<file path="src/rtl/ep_pkg.sv">
package ep_pkg;
  typedef enum logic [1:0] {
    MODE_LEVEL = 2'b00,
    MODE_RISE  = 2'b01,
    MODE_FALL  = 2'b10,
    MODE_BOTH  = 2'b11
  } ep_mode_e;

  localparam logic [2:0] OFS_MODE = 3'd0;
  localparam logic [2:0] OFS_DIR  = 3'd2;
  localparam logic [2:0] OFS_IEN  = 3'd3;
  localparam logic [2:0] OFS_DOUT = 3'd4;
  localparam logic [2:0] OFS_PIN  = 3'd5;
  localparam logic [2:0] OFS_FLAG = 3'd6;
endpackage

</file>
<file path="src/rtl/ep_sync.sv">
module ep_sync #(
  parameter int W = 7
) (
  input  logic         clk,
  input  logic         rst_n,
  input  logic [W-1:0] d,
  output logic [W-1:0] q
);
  logic [W-1:0] stage1;

  always_ff @(posedge clk or negedge rst_n) begin
    if (!rst_n) begin
      stage1 <= '1;
      q      <= '1;
    end else begin
      stage1 <= d;
      q      <= stage1;
    end
  end
endmodule

</file>
<file path="src/rtl/ep_pin_cell.sv">
module ep_pin_cell
  import ep_pkg::*;
(
  input  logic     clk,
  input  logic     rst_n,
  input  ep_mode_e mode,
  input  logic     smp,
  input  logic     clr,
  output logic     flag,
  output logic     req
);
  logic prev;
  logic rise, fall, hit;

  assign rise = smp & ~prev;
  assign fall = ~smp & prev;

  always_comb begin
    unique case (mode)
      MODE_RISE: hit = rise;
      MODE_FALL: hit = fall;
      MODE_BOTH: hit = rise | fall;
      default:   hit = 1'b0;
    endcase
  end

  always_ff @(posedge clk or negedge rst_n) begin
    if (!rst_n) begin
      prev <= 1'b1;
      flag <= 1'b0;
    end else begin
      prev <= smp;
      flag <= hit | (flag & ~clr);
    end
  end

  assign req = (mode == MODE_LEVEL) ? ~smp : flag;
endmodule

</file>
<file path="src/rtl/edge_port_irq.sv">
module edge_port_irq
  import ep_pkg::*;
#(
  parameter int NPINS = 7
) (
  input  logic               clk,
  input  logic               rst_n,
  input  logic               bus_req,
  input  logic               bus_wr,
  input  logic               bus_sup,
  input  logic [2:0]         bus_addr,
  input  logic [2*NPINS+1:0] bus_wdata,
  output logic [2*NPINS+1:0] bus_rdata,
  output logic               bus_err,
  input  logic [NPINS:1]     pin_in,
  output logic [NPINS:1]     pin_out,
  output logic [NPINS:1]     pin_oe,
  output logic [NPINS:1]     irq
);
  localparam int DW = NPINS + 1;
  localparam int AW = 2 * DW;

  logic [AW-1:2]    mode_q;
  logic [NPINS:1]   dir_q;
  logic [NPINS:1]   ien_q;
  logic [DW-1:0]    dout_q;
  logic [NPINS:1]   pin_sync;
  logic [NPINS:1]   flag_q;
  logic [NPINS:1]   flag_clr;
  logic [NPINS:1]   pin_req;
  logic             sup_only;
  logic             wr_ok;

  // supervisor-gated offsets
  assign sup_only = (bus_addr == OFS_MODE) || (bus_addr == OFS_DIR) ||
                    (bus_addr == OFS_IEN);
  assign bus_err  = bus_req & ~bus_sup & sup_only;
  assign wr_ok    = bus_req & bus_wr & ~bus_err;

  always_ff @(posedge clk or negedge rst_n) begin
    if (!rst_n) begin
      mode_q <= '0;
      dir_q  <= '0;
      ien_q  <= '0;
      dout_q <= '1;
    end else if (wr_ok) begin
      case (bus_addr)
        OFS_MODE: mode_q <= bus_wdata[AW-1:2];
        OFS_DIR:  dir_q  <= bus_wdata[NPINS:1];
        OFS_IEN:  ien_q  <= bus_wdata[NPINS:1];
        OFS_DOUT: dout_q <= bus_wdata[DW-1:0];
        default: ;
      endcase
    end
  end

  assign flag_clr = (wr_ok && bus_addr == OFS_FLAG) ? bus_wdata[NPINS:1] : '0;

  ep_sync #(.W(NPINS)) u_sync (
    .clk   (clk),
    .rst_n (rst_n),
    .d     (pin_in),
    .q     (pin_sync)
  );

  for (genvar i = 1; i <= NPINS; i++) begin : g_pin
    ep_pin_cell u_cell (
      .clk   (clk),
      .rst_n (rst_n),
      .mode  (ep_mode_e'(mode_q[2*i+1:2*i])),
      .smp   (pin_sync[i]),
      .clr   (flag_clr[i]),
      .flag  (flag_q[i]),
      .req   (pin_req[i])
    );
  end

  assign irq     = ien_q & pin_req;
  assign pin_out = dout_q[NPINS:1];
  assign pin_oe  = dir_q;

  always_comb begin
    bus_rdata = '0;
    if (bus_req && !bus_err) begin
      case (bus_addr)
        OFS_MODE: bus_rdata        = {mode_q, 2'b00};
        OFS_DIR:  bus_rdata[DW-1:0] = {dir_q, 1'b0};
        OFS_IEN:  bus_rdata[DW-1:0] = {ien_q, 1'b0};
        OFS_DOUT: bus_rdata[DW-1:0] = dout_q;
        OFS_PIN:  bus_rdata[DW-1:0] = {pin_sync, 1'b0};
        OFS_FLAG: bus_rdata[DW-1:0] = {flag_q, 1'b0};
        default: ;
      endcase
    end
  end
endmodule

</file>
<file path="config.mk">
export PLATFORM = sky130hd
export DESIGN_NAME = edge_port_irq
export DESIGN_NICKNAME = d
export VERILOG_FILES = /design/src/rtl/ep_pkg.sv /design/src/rtl/ep_sync.sv /design/src/rtl/ep_pin_cell.sv /design/src/rtl/edge_port_irq.sv
export SDC_FILE = /design/constraint.sdc
export NUM_CORES = 1
export LEC_CHECK = 0
export BUFFER_PORTS_ARGS = -buffer_cell sky130_fd_sc_hd__buf_2
export CAP_MARGIN = 20
export CELL_PAD_IN_SITES_DETAIL_PLACEMENT = 1
export CELL_PAD_IN_SITES_GLOBAL_PLACEMENT = 1
export CORE_UTILIZATION = 45
export CTS_BUF_LIST = sky130_fd_sc_hd__clkbuf_4
export CTS_CLUSTER_SIZE = 40
export DETAILED_ROUTE_END_ITERATION = 8
export PLACE_DENSITY = 0.8
export SLEW_MARGIN = 5
export SYNTH_ARGS = -nofsm -noshare
export SYNTH_HDL_FRONTEND = slang
export SYNTH_SLANG_ARGS = --single-unit
</file>
<file path="constraint.sdc">
create_clock -name clk -period 2.5 [get_ports clk]
set_clock_uncertainty 0.1 [all_clocks]
set_input_delay 0.5 -clock clk [delete_from_list [all_inputs] [get_ports clk]]
set_output_delay 0.5 -clock clk [all_outputs]
set_load 0.01 [all_outputs]
</file>
After elaboration in Yosys (flattened, before gate mapping)
Index checks and enable logic that the tools add are counted.
{"block": "word_totals", "regBits": 64, "input_bits": 31, "out_inout_bits": 38, "word_cells": 144}
{"block": "op_classes", "eq_ne": 26, "mux": 18, "bitwise": 63, "n_reduce_logical": 17}
{"operator": "8-bit case mux with 6 select lines", "count": 1}
{"operator": "2-bit == test (second input constant)", "count": 14}
{"operator": "1-bit AND", "count": 25}
{"operator": "1-bit NOT", "count": 23}
{"operator": "1-bit case mux with 3 select lines", "count": 7}
{"operator": "16-bit 2-to-1 mux", "count": 1}
{"operator": "2-bit by 1-bit == test with 1-bit output (second input constant)", "count": 7}
{"operator": "2-bit zero test", "count": 7}
{"operator": "1-bit OR", "count": 14}
{"operator": "3-bit == test (second input constant)", "count": 3}
{"operator": "8-bit 2-to-1 mux", "count": 1}
{"operator": "2-bit AND reduction", "count": 4}
{"operator": "7-bit AND", "count": 1}
{"operator": "1-bit 2-to-1 mux", "count": 7}
{"operator": "7-bit 2-to-1 mux", "count": 1}
{"operator": "3-bit by 2-bit == test with 1-bit output (second input constant)", "count": 2}
{"operator": "3-bit zero test", "count": 1}
{"operator": "1-bit logical AND", "count": 2}
{"operator": "1-bit logical OR", "count": 2}
{"operator": "1-bit zero test", "count": 1}

Longest topological paths before layout
Gate-level depths: netlist of run 1.
{"block": "logic_depth", "ltp_word": 11, "ltp_mapped": 6, "depth_no_buf": 5}

Hierarchy
From an unflattened synthesis of run 1, not the netlist that was laid out.
{"block": "unflattened", "cells_unflattened": 290, "hier_area_um2": 3388.2}
{"module": "edge_port_irq", "n_inst": 1, "cells_each": 171, "area_each_um2": 2109.5, "seq_area_each_um2": 910.9}
{"module": "ep_pin_cell", "n_inst": 7, "cells_each": 15, "area_each_um2": 130.1, "seq_area_each_um2": 51.3}
{"module": "ep_sync", "n_inst": 1, "cells_each": 14, "area_each_um2": 367.9, "seq_area_each_um2": 367.9}

Worst setup path before layout of run 1
OpenSTA, ideal clock, no wires.
{"block": "synth_path", "path_kind": "input to output", "from": "input port bus_addr[2]", "to": "output port bus_rdata[3]", "arrival_time_ns": 1.459, "t_required_ns": 1.900, "slack_ns": 0.441, "cell_stages": 5, "path_buffers": 1, "cell_sequence": "buf_2 > or3b_2 > a21oi_1 > a221oi_1 > nor2_1"}
{"block": "synth_via", "elab_chain_len": 7, "word_cells_on_any_way": 13, "cone_classes": "eq/ne: 5; mux: 2; bitwise: 1; reduce/logical: 5"}
{"element": "start, declared", "line": "edge_port_irq.sv:11", "rtl": "input logic [2:0] bus_addr,"}
{"element": "3-bit by 2-bit == test with 1-bit output or 3-bit zero test (tied branches)", "line": "edge_port_irq.sv:35, edge_port_irq.sv:85"}
{"element": "1-bit logical OR (2 in series)", "line": "edge_port_irq.sv:35", "rtl": "assign sup_only = (bus_addr == OFS_MODE) || (bus_addr == OFS_DIR) ||"}
{"element": "1-bit AND", "line": "edge_port_irq.sv:37", "rtl": "assign bus_err = bus_req & ~bus_sup & sup_only;"}
{"element": "1-bit zero test", "line": "edge_port_irq.sv:84", "rtl": "if (bus_req && !bus_err) begin"}
{"element": "1-bit logical AND", "line": "edge_port_irq.sv:84"}
{"element": "16-bit 2-to-1 mux (*)", "line": "edge_port_irq.sv:84"}
{"element": "end, declared", "line": "edge_port_irq.sv:13", "rtl": "output logic [2*NPINS+1:0] bus_rdata,"}
Every way passes the cells marked *; elsewhere a longest branch is shown, timed or not.

Worst setup path in the final report of run 1
{"block": "layout_path", "from": "register mode_q[3] (netlist bit)", "to": "output port bus_rdata[3]"}
{"block": "layout_via", "elab_chain_len": 2}
{"element": "start, declared", "line": "edge_port_irq.sv:23", "rtl": "logic [AW-1:2] mode_q;"}
{"element": "start signal, assigned", "line": "edge_port_irq.sv:48", "rtl": "OFS_MODE: mode_q <= bus_wdata[AW-1:2];"}
{"element": "8-bit case mux with 6 select lines", "line": "edge_port_irq.sv:85", "rtl": "case (bus_addr)"}
{"element": "16-bit 2-to-1 mux", "line": "edge_port_irq.sv:84"}
No other way between the ends.

==> impl_metrics.json, run 1 <==
{
  "fin_area_sq_um": 3860,
  "cts_buffers": 9,
  "end_kind": "output pin",
  "synthesis.nets": 325,
  "drv_cap": 0,
  "finalNonFillerCells": 455,
  "utilization_pct": 55.6,
  "post-route-period-util_pct": 95.1,
  "vias": 2458,
  "dpl.hpwl_um": 5860,
  "fp.dieW_um": 87.6,
  "crit_path_max_fanout": 6,
  "synth_top_area_share_pct": 26.5,
  "worstSkewPairLatency_ns": 0.42,
  "drive_gt1_share_pct": 48.5,
  "yosysWarnings": 0,
  "area_delta_synth_final_pct": 17.1,
  "die_h_um": 87.6,
  "power_density_nw_per_um2": 663,
  "ff2ff_path_depth": 5,
  "nets": 399,
  "diodes": 0,
  "fin_crit_ns": 2.38,
  "std_cell_rows": 30,
  "r2r-start": "u_sync.q[5]",
  "drt_iter0_markers": 111,
  "path_clk_slew_ns": 0.10,
  "synth_area_sq_um": 3300,
  "rsz0062_at_grt": "false",
  "io_buffers": 68,
  "place_congestion": 0.817,
  "drc_errors": 0,
  "async_reset_ff_share_pct": 100,
  "grt_pass1_wl_um": 13400,
  "grt_max_degree": 38,
  "relSlewSlack_pct": 56.0,
  "fin_hold_ws_ns": 0.00856,
  "peakVddDrop_mv": 0.285,
  "postSynthAreaPerCell_sq_um": 11.8,
  "grt_use_total_pct": 23.6,
  "synth_seq_cells": 64,
  "postCtsHoldBufs": 0,
  "hold_viol_final": 0,
  "status": "finished clean",
  "r2r_end": "g_pin[6].u_cell.flag",
  "vias_per_cell": 5.40,
  "antenna_found_initial": 0,
  "wl_per_cell_um": 17.6,
  "grt_overflow": 0,
  "setup_viol": 0,
  "hold_path.class": "input port to async pin",
  "place_area_sq_um": 3730,
  "ys.flop_type": "dfrtp_1",
  "grt_pass1_vias": 2579,
  "cts_root_buf": "clkbuf_4",
  "yosysMostFrequentCell": "mux2_2",
  "yosys-top-cells-count": "39 x mux2_2, 35 x dfrtp_1, 29 x dfstp_2, 22 x nand2_1",
  "fmax_ghz": 0.420,
  "dp_cells": 437,
  "setup_tns_ns": 0,
  "syn_inst": 280,
  "required_ns": 1.90,
  "synth_cell_types": 41,
  "final_antenna_net_count": 0,
  "wirelength_um": 8020,
  "worst-setup-path-type": "flip-flop to output pin",
  "yosys-top-cells-area": "dfrtp_1 27%, dfstp_2 23%, mux2_2 13%, ha_1 5.3%, nand2_1 2.5%",
  "drtPass1Iterations": 4,
  "cts_buffer_depth": 2,
  "slew_viol_final": 0,
  "worst_setup_path_start_kind": "flip-flop",
  "start_util_pct": 47.5,
  "io_pins": 69,
  "synth_top_area_cell": "dfrtp_1",
  "htreeDepth": 3,
  "rrSetupSlack_ns": 0.98,
  "cts_tree": "built",
  "core_sq_um": 6940,
  "leakagePower_nw": 1.84,
  "cts.sinks": 64,
  "worstPathArrival_ns": 1.78,
  "synth_edf_count": 0,
  "seq_area_frac_synth_pct": 49.6,
  "die_area_sq_um": 7680,
  "worst_pin_slew_ns": 0.659
}
==> per-stage QoR <==
step	total power (W)	worst slack (ns)
6_report	0.00256	0.122
5_1_grt	0.00272	0.00286
4_1_cts	0.00259	0.00347
3_5_place_dp	0.00197	0.0181
3_3_place_gp	0.00193	0.0315
2_1_floorplan	0.00175	0.441
==> kinds of logic (layout without fill, tap and decap cells) <==
logic type                 after synthesis  in the layout  share of synthesized area (%)
buffers and inverters                   35            114                           5.34
and+or+nand+nor                         79             79                           13.8
muxes                                   49             49                           17.1
AOI/OAI and AO/OA                       39             39                           8.83
DFF                                     64             64                           49.6
adders and majority gates               14             14                           5.31
==> final cells by class <==
| cell class | instances | area, sq um |
|---|---|---|
| Fill cell | 764 | 3080 |
| Tap cell | 96 | 120 |
| Clock buffer | 12 | 90.1 |
| Timing Repair Buffer | 78 | 430 |
| Sequential cell | 64 | 1640 |
| Inverter | 20 | 75.1 |
| Clock inverter | 4 | 23.8 |
| Multi-Input combinational cell | 181 | 1490 |
==> per-layer routing <==
| metal | vias to the layer above | wire (um) | track usage, % |
|---|---|---|---|
| met3 | 5 | 349 | 3.49 |
| met4 | 0 | 85 | 9.39 |
| met1 | 1255 | 3570 | 32.5 |
| met2 | 65 | 4010 | 37.9 |
| li1 | 1133 | - | - |
| met5 | - | 0 | 0 |
==> flip-flops by register name (all words and copies together), names as in the netlist <==
signal             flops
dout_q                 8
g_pin.u_cell.flag      7
pin_oe                 7
g_pin.u_cell.prev      7
u_sync.stage1          7
ien_q                  7
u_sync.q               7
mode_q                14
==> where the power goes <==
part | leakage [nW] | switching (W) | internal [W]
combinational | 1.05 | 0.000260 | 0.000297
sequential | 0.729 | 0.000167 | 0.00123
clock | 0.0610 | 0.000374 | 0.000233
total | 1.84 | 0.000800 | 0.00176
==> timing repair <==
item,in CTS,in global routing
gates resized for setup,0,1
buffers inserted,0,2
setup endpoints to repair,0,6
==> worst max-delay path by stage <==
stage	slack [ns]	startpoint	endpoint
after global routing	0.003	mode_q[7]	bus_rdata[7]
final	0.12	mode_q[3]	bus_rdata[3]
after CTS	0.003	bus_addr[1]	bus_rdata[7]
after floorplan	0.44	bus_addr[2]	bus_rdata[3]
after global placement	0.03	bus_addr[1]	bus_rdata[7]
after detailed placement	0.02	bus_addr[1]	bus_rdata[7]
==> placed cells by master, fill, tap and decap left out, drive strengths merged, types with 3 or more instances in the layout <==
| cell type | count |
|---|---|
| mux2 | 40 |
| dfstp | 29 |
| buf | 77 |
| o211a | 4 |
| ha | 14 |
| inv | 20 |
| and2b | 3 |
| clkbuf | 13 |
| nand2 | 23 |
| or3 | 3 |
| mux2i | 7 |
| a221oi | 3 |
| o21ai | 4 |
| a21oi | 7 |
| nand3 | 4 |
| nor2 | 23 |
| dfrtp | 35 |
| a31oi | 4 |
| a211oi | 3 |
| a221o | 7 |
| a21boi | 3 |
| and4b | 3 |
| a22oi | 3 |
| and2 | 8 |
==> worst max-delay path, cell delays in order (launching register included) <==
cell,delay (ns)
dfrtp_1,0.45
or3b_2,0.46
a21oi_1,0.16
a221oi_1,0.08
nor2_1,0.09
buf_2,0.13
Power figures use the tool's default switching activity.
==> inputs of run 2 (changes only) <==
--- a/config.mk
+++ b/config.mk
@@ -5,7 +5,6 @@
 export SDC_FILE = /design/constraint.sdc
 export NUM_CORES = 1
 export LEC_CHECK = 0
-export BUFFER_PORTS_ARGS = -buffer_cell sky130_fd_sc_hd__buf_2
 export CAP_MARGIN = 20
 export CELL_PAD_IN_SITES_DETAIL_PLACEMENT = 1
 export CELL_PAD_IN_SITES_GLOBAL_PLACEMENT = 1
@@ -13,7 +12,8 @@
 export CTS_BUF_LIST = sky130_fd_sc_hd__clkbuf_4
 export CTS_CLUSTER_SIZE = 40
 export DETAILED_ROUTE_END_ITERATION = 8
-export PLACE_DENSITY = 0.8
+export DONT_BUFFER_PORTS = 1
+export PLACE_DENSITY = 0.69
 export SLEW_MARGIN = 5
 export SYNTH_ARGS = -nofsm -noshare
 export SYNTH_HDL_FRONTEND = slang
==> run 2 against run 1 <==
Count of clock-buffer cells in the layout rose by 1; worst hold slack improved by 0.11 ns; sequential cell count did not move; first-iteration DRC count fell by 18%; worst setup slack got worse by 0.025 ns; non-clock buffer count fell by 65; utilization fell by 4.3 points; die area did not move; critical path type unchanged; critical path depth fell by 1; highest routed layer unchanged; register-to-register slack improved by 0.02 ns.
==> impl_metrics.json, run 2 (synthesis gave the netlist of run 1 again) <==
{
  "status": "finished clean",
  "hold_viol_final": 0,
  "grt_max_degree": 65,
  "io_buffers": 0,
  "top_regs": "mode_q (14), dout_q (8)",
  "core_sq_um": 6940,
  "crit_path_max_fanout": 3,
  "nets": 334,
  "diodes": 0,
  "final_common_cell": "mux2_2",
  "dp_cells": 365,
  "rsz0062_at_grt": "false",
  "mostFrequentLayoutCells": "39 x mux2_2, 35 x dfrtp_1, 29 x dfstp_2, 22 x nand2_1",
  "grt_pass1_wl_um": 11900,
  "cts_buffers": 9,
  "worst-setup-path-type": "flip-flop to output pin",
  "cpPeakStageDelay_ns": 0.59,
  "crit_slowest_cell": "dfstp_2",
  "hold_path.class": "input port to flip-flop",
  "final_antenna_net_count": 0,
  "fillerInstances": 755,
  "io_pins": 69,
  "fin_crit_ns": 2.40,
  "largest_register_ffs": 14,
  "die_area_sq_um": 7680,
  "path_buf_inv": 1,
  "antenna_found_initial": 0,
  "path_clk_slew_ns": 0.10,
  "cts_buffer_depth": 2,
  "seq_area_sq_um": 1640,
  "area_delta_synth_final_pct": 8.07,
  "fp.dieW_um": 87.6,
  "worstSkewPairLatency_ns": 0.41,
  "setup_tns_ns": 0,
  "leakagePower_nw": 1.55,
  "required_ns": 1.90,
  "cts_tree": "built",
  "fin_ws_ns": 0.0963,
  "drt_iter0_markers": 91,
  "top_register": "mode_q",
  "combPwrFrac_pct": 16.4,
  "post-route-period-util_pct": 96.1,
  "peakVddDrop_mv": 0.354,
  "utilization_pct": 51.4,
  "worstPathArrival_ns": 1.80,
  "wirelength_um": 7370,
  "multi_input_area_sq_um": 1490,
  "vias_per_cell": 5.58,
  "slew_viol_final": 0,
  "drv_cap": 0,
  "htreeDepth": 3,
  "grt_overflow": 0,
  "start_util_pct": 47.5,
  "drive_gt1_share_pct": 34.0,
  "vias": 2176,
  "cts-resized-gates": 0,
  "pwr-share-seq_pct": 59.2,
  "clockPowerShare_pct": 24.4,
  "grt_use_total_pct": 21.5,
  "drtPass1Iterations": 4,
  "relSlewSlack_pct": 48.9,
  "finalNonFillerCells": 390,
  "place_congestion": 0.754,
  "die_h_um": 87.6,
  "fmax_ghz": 0.416,
  "dpl.hpwl_um": 5100,
  "cts_root_buf": "clkbuf_4",
  "setup_viol": 0,
  "crit_chain": "mux4_2, nor2_1, a211oi_1, buf_4",
  "p_sw_w": 0.000711,
  "critPathTopFamily": "flip-flops",
  "std_cell_rows": 30,
  "worst_setup_path_start_kind": "flip-flop",
  "worst_pin_slew_ns": 0.763,
  "power.internal_w": 0.00171,
  "end_kind": "output pin",
  "netSwitchingFraction_pct": 29.4,
  "drc_errors": 0,
  "wl_per_cell_um": 18.9,
  "power_density_nw_per_um2": 678,
  "grt_pass1_vias": 2230,
  "detailedPlace.worstSlack_ns": 0.165,
  "cts.sinks": 64
}
==> run 2: cell type report <==
class                      instances  share of cell area, %
inverter                          20                   2.10
clock inverter                     3                  0.351
tap                               96                   3.37
sequential                        64                   45.9
multi-input combinational        181                   41.7
timing repair buffer              13                   3.86
clock buffer                      13                   2.74
==> run 2: repair_timing <==
| action | CTS | global route |
|---|---|---|
| hold buffers | 9 | 0 |
| endpoints found under the hold margin | 71 | 0 |
| buffers inserted | 0 | 0 |
==> run 2: metrics by stage <==
stage	hold slack, ns	cell area (sq um)	total power (W)
after floorplan	0.104	3300	0.00175
after global placement	0.106	3350	0.00180
after detailed placement	0.106	3350	0.00182
after CTS	0.0833	3570	0.00246
after global routing	0.0720	3570	0.00258
final	0.116	3570	0.00242
==> run 2: power groups by stage <==
| stage | clock [W] | combinational [W] | sequential, W |
|---|---|---|---|
| 4_1_cts | 0.000624 | 0.000402 | 0.00144 |
| 5_1_grt | 0.000669 | 0.000446 | 0.00146 |
| 6_report | 0.000590 | 0.000395 | 0.00143 |
| 2_1_floorplan | 0 | 0.000382 | 0.00137 |
| 3_3_place_gp | 0 | 0.000350 | 0.00145 |
| 3_5_place_dp | 0 | 0.000365 | 0.00146 |
==> run 2: layer usage <==
layer,up-vias,GRT usage [%],routed length (um)
met5,-,0,0
met2,55,34.1,3500
li1,1004,-,-
met3,14,7.26,455
met4,0,8.94,160
met1,1103,27.1,3260
==> run 2: path summary, 6_finish.rpt <==
check	from	to	cells past startpoint	slack [ns]
setup / recovery	dout_q[4]	bus_rdata[4]	4	0.1
hold / removal	bus_wdata[4]	mode_q[4]	1	0.12
setup reg to reg	u_sync.q[5]	g_pin[6].u_cell.flag	5	1.00
hold reg to reg	u_sync.stage1[0]	u_sync.q[0]	0	0.25
max in group asynchronous	rst_n	u_sync.stage1[0]	2	1.44
min in group asynchronous	rst_n	mode_q[5]	2	0.51
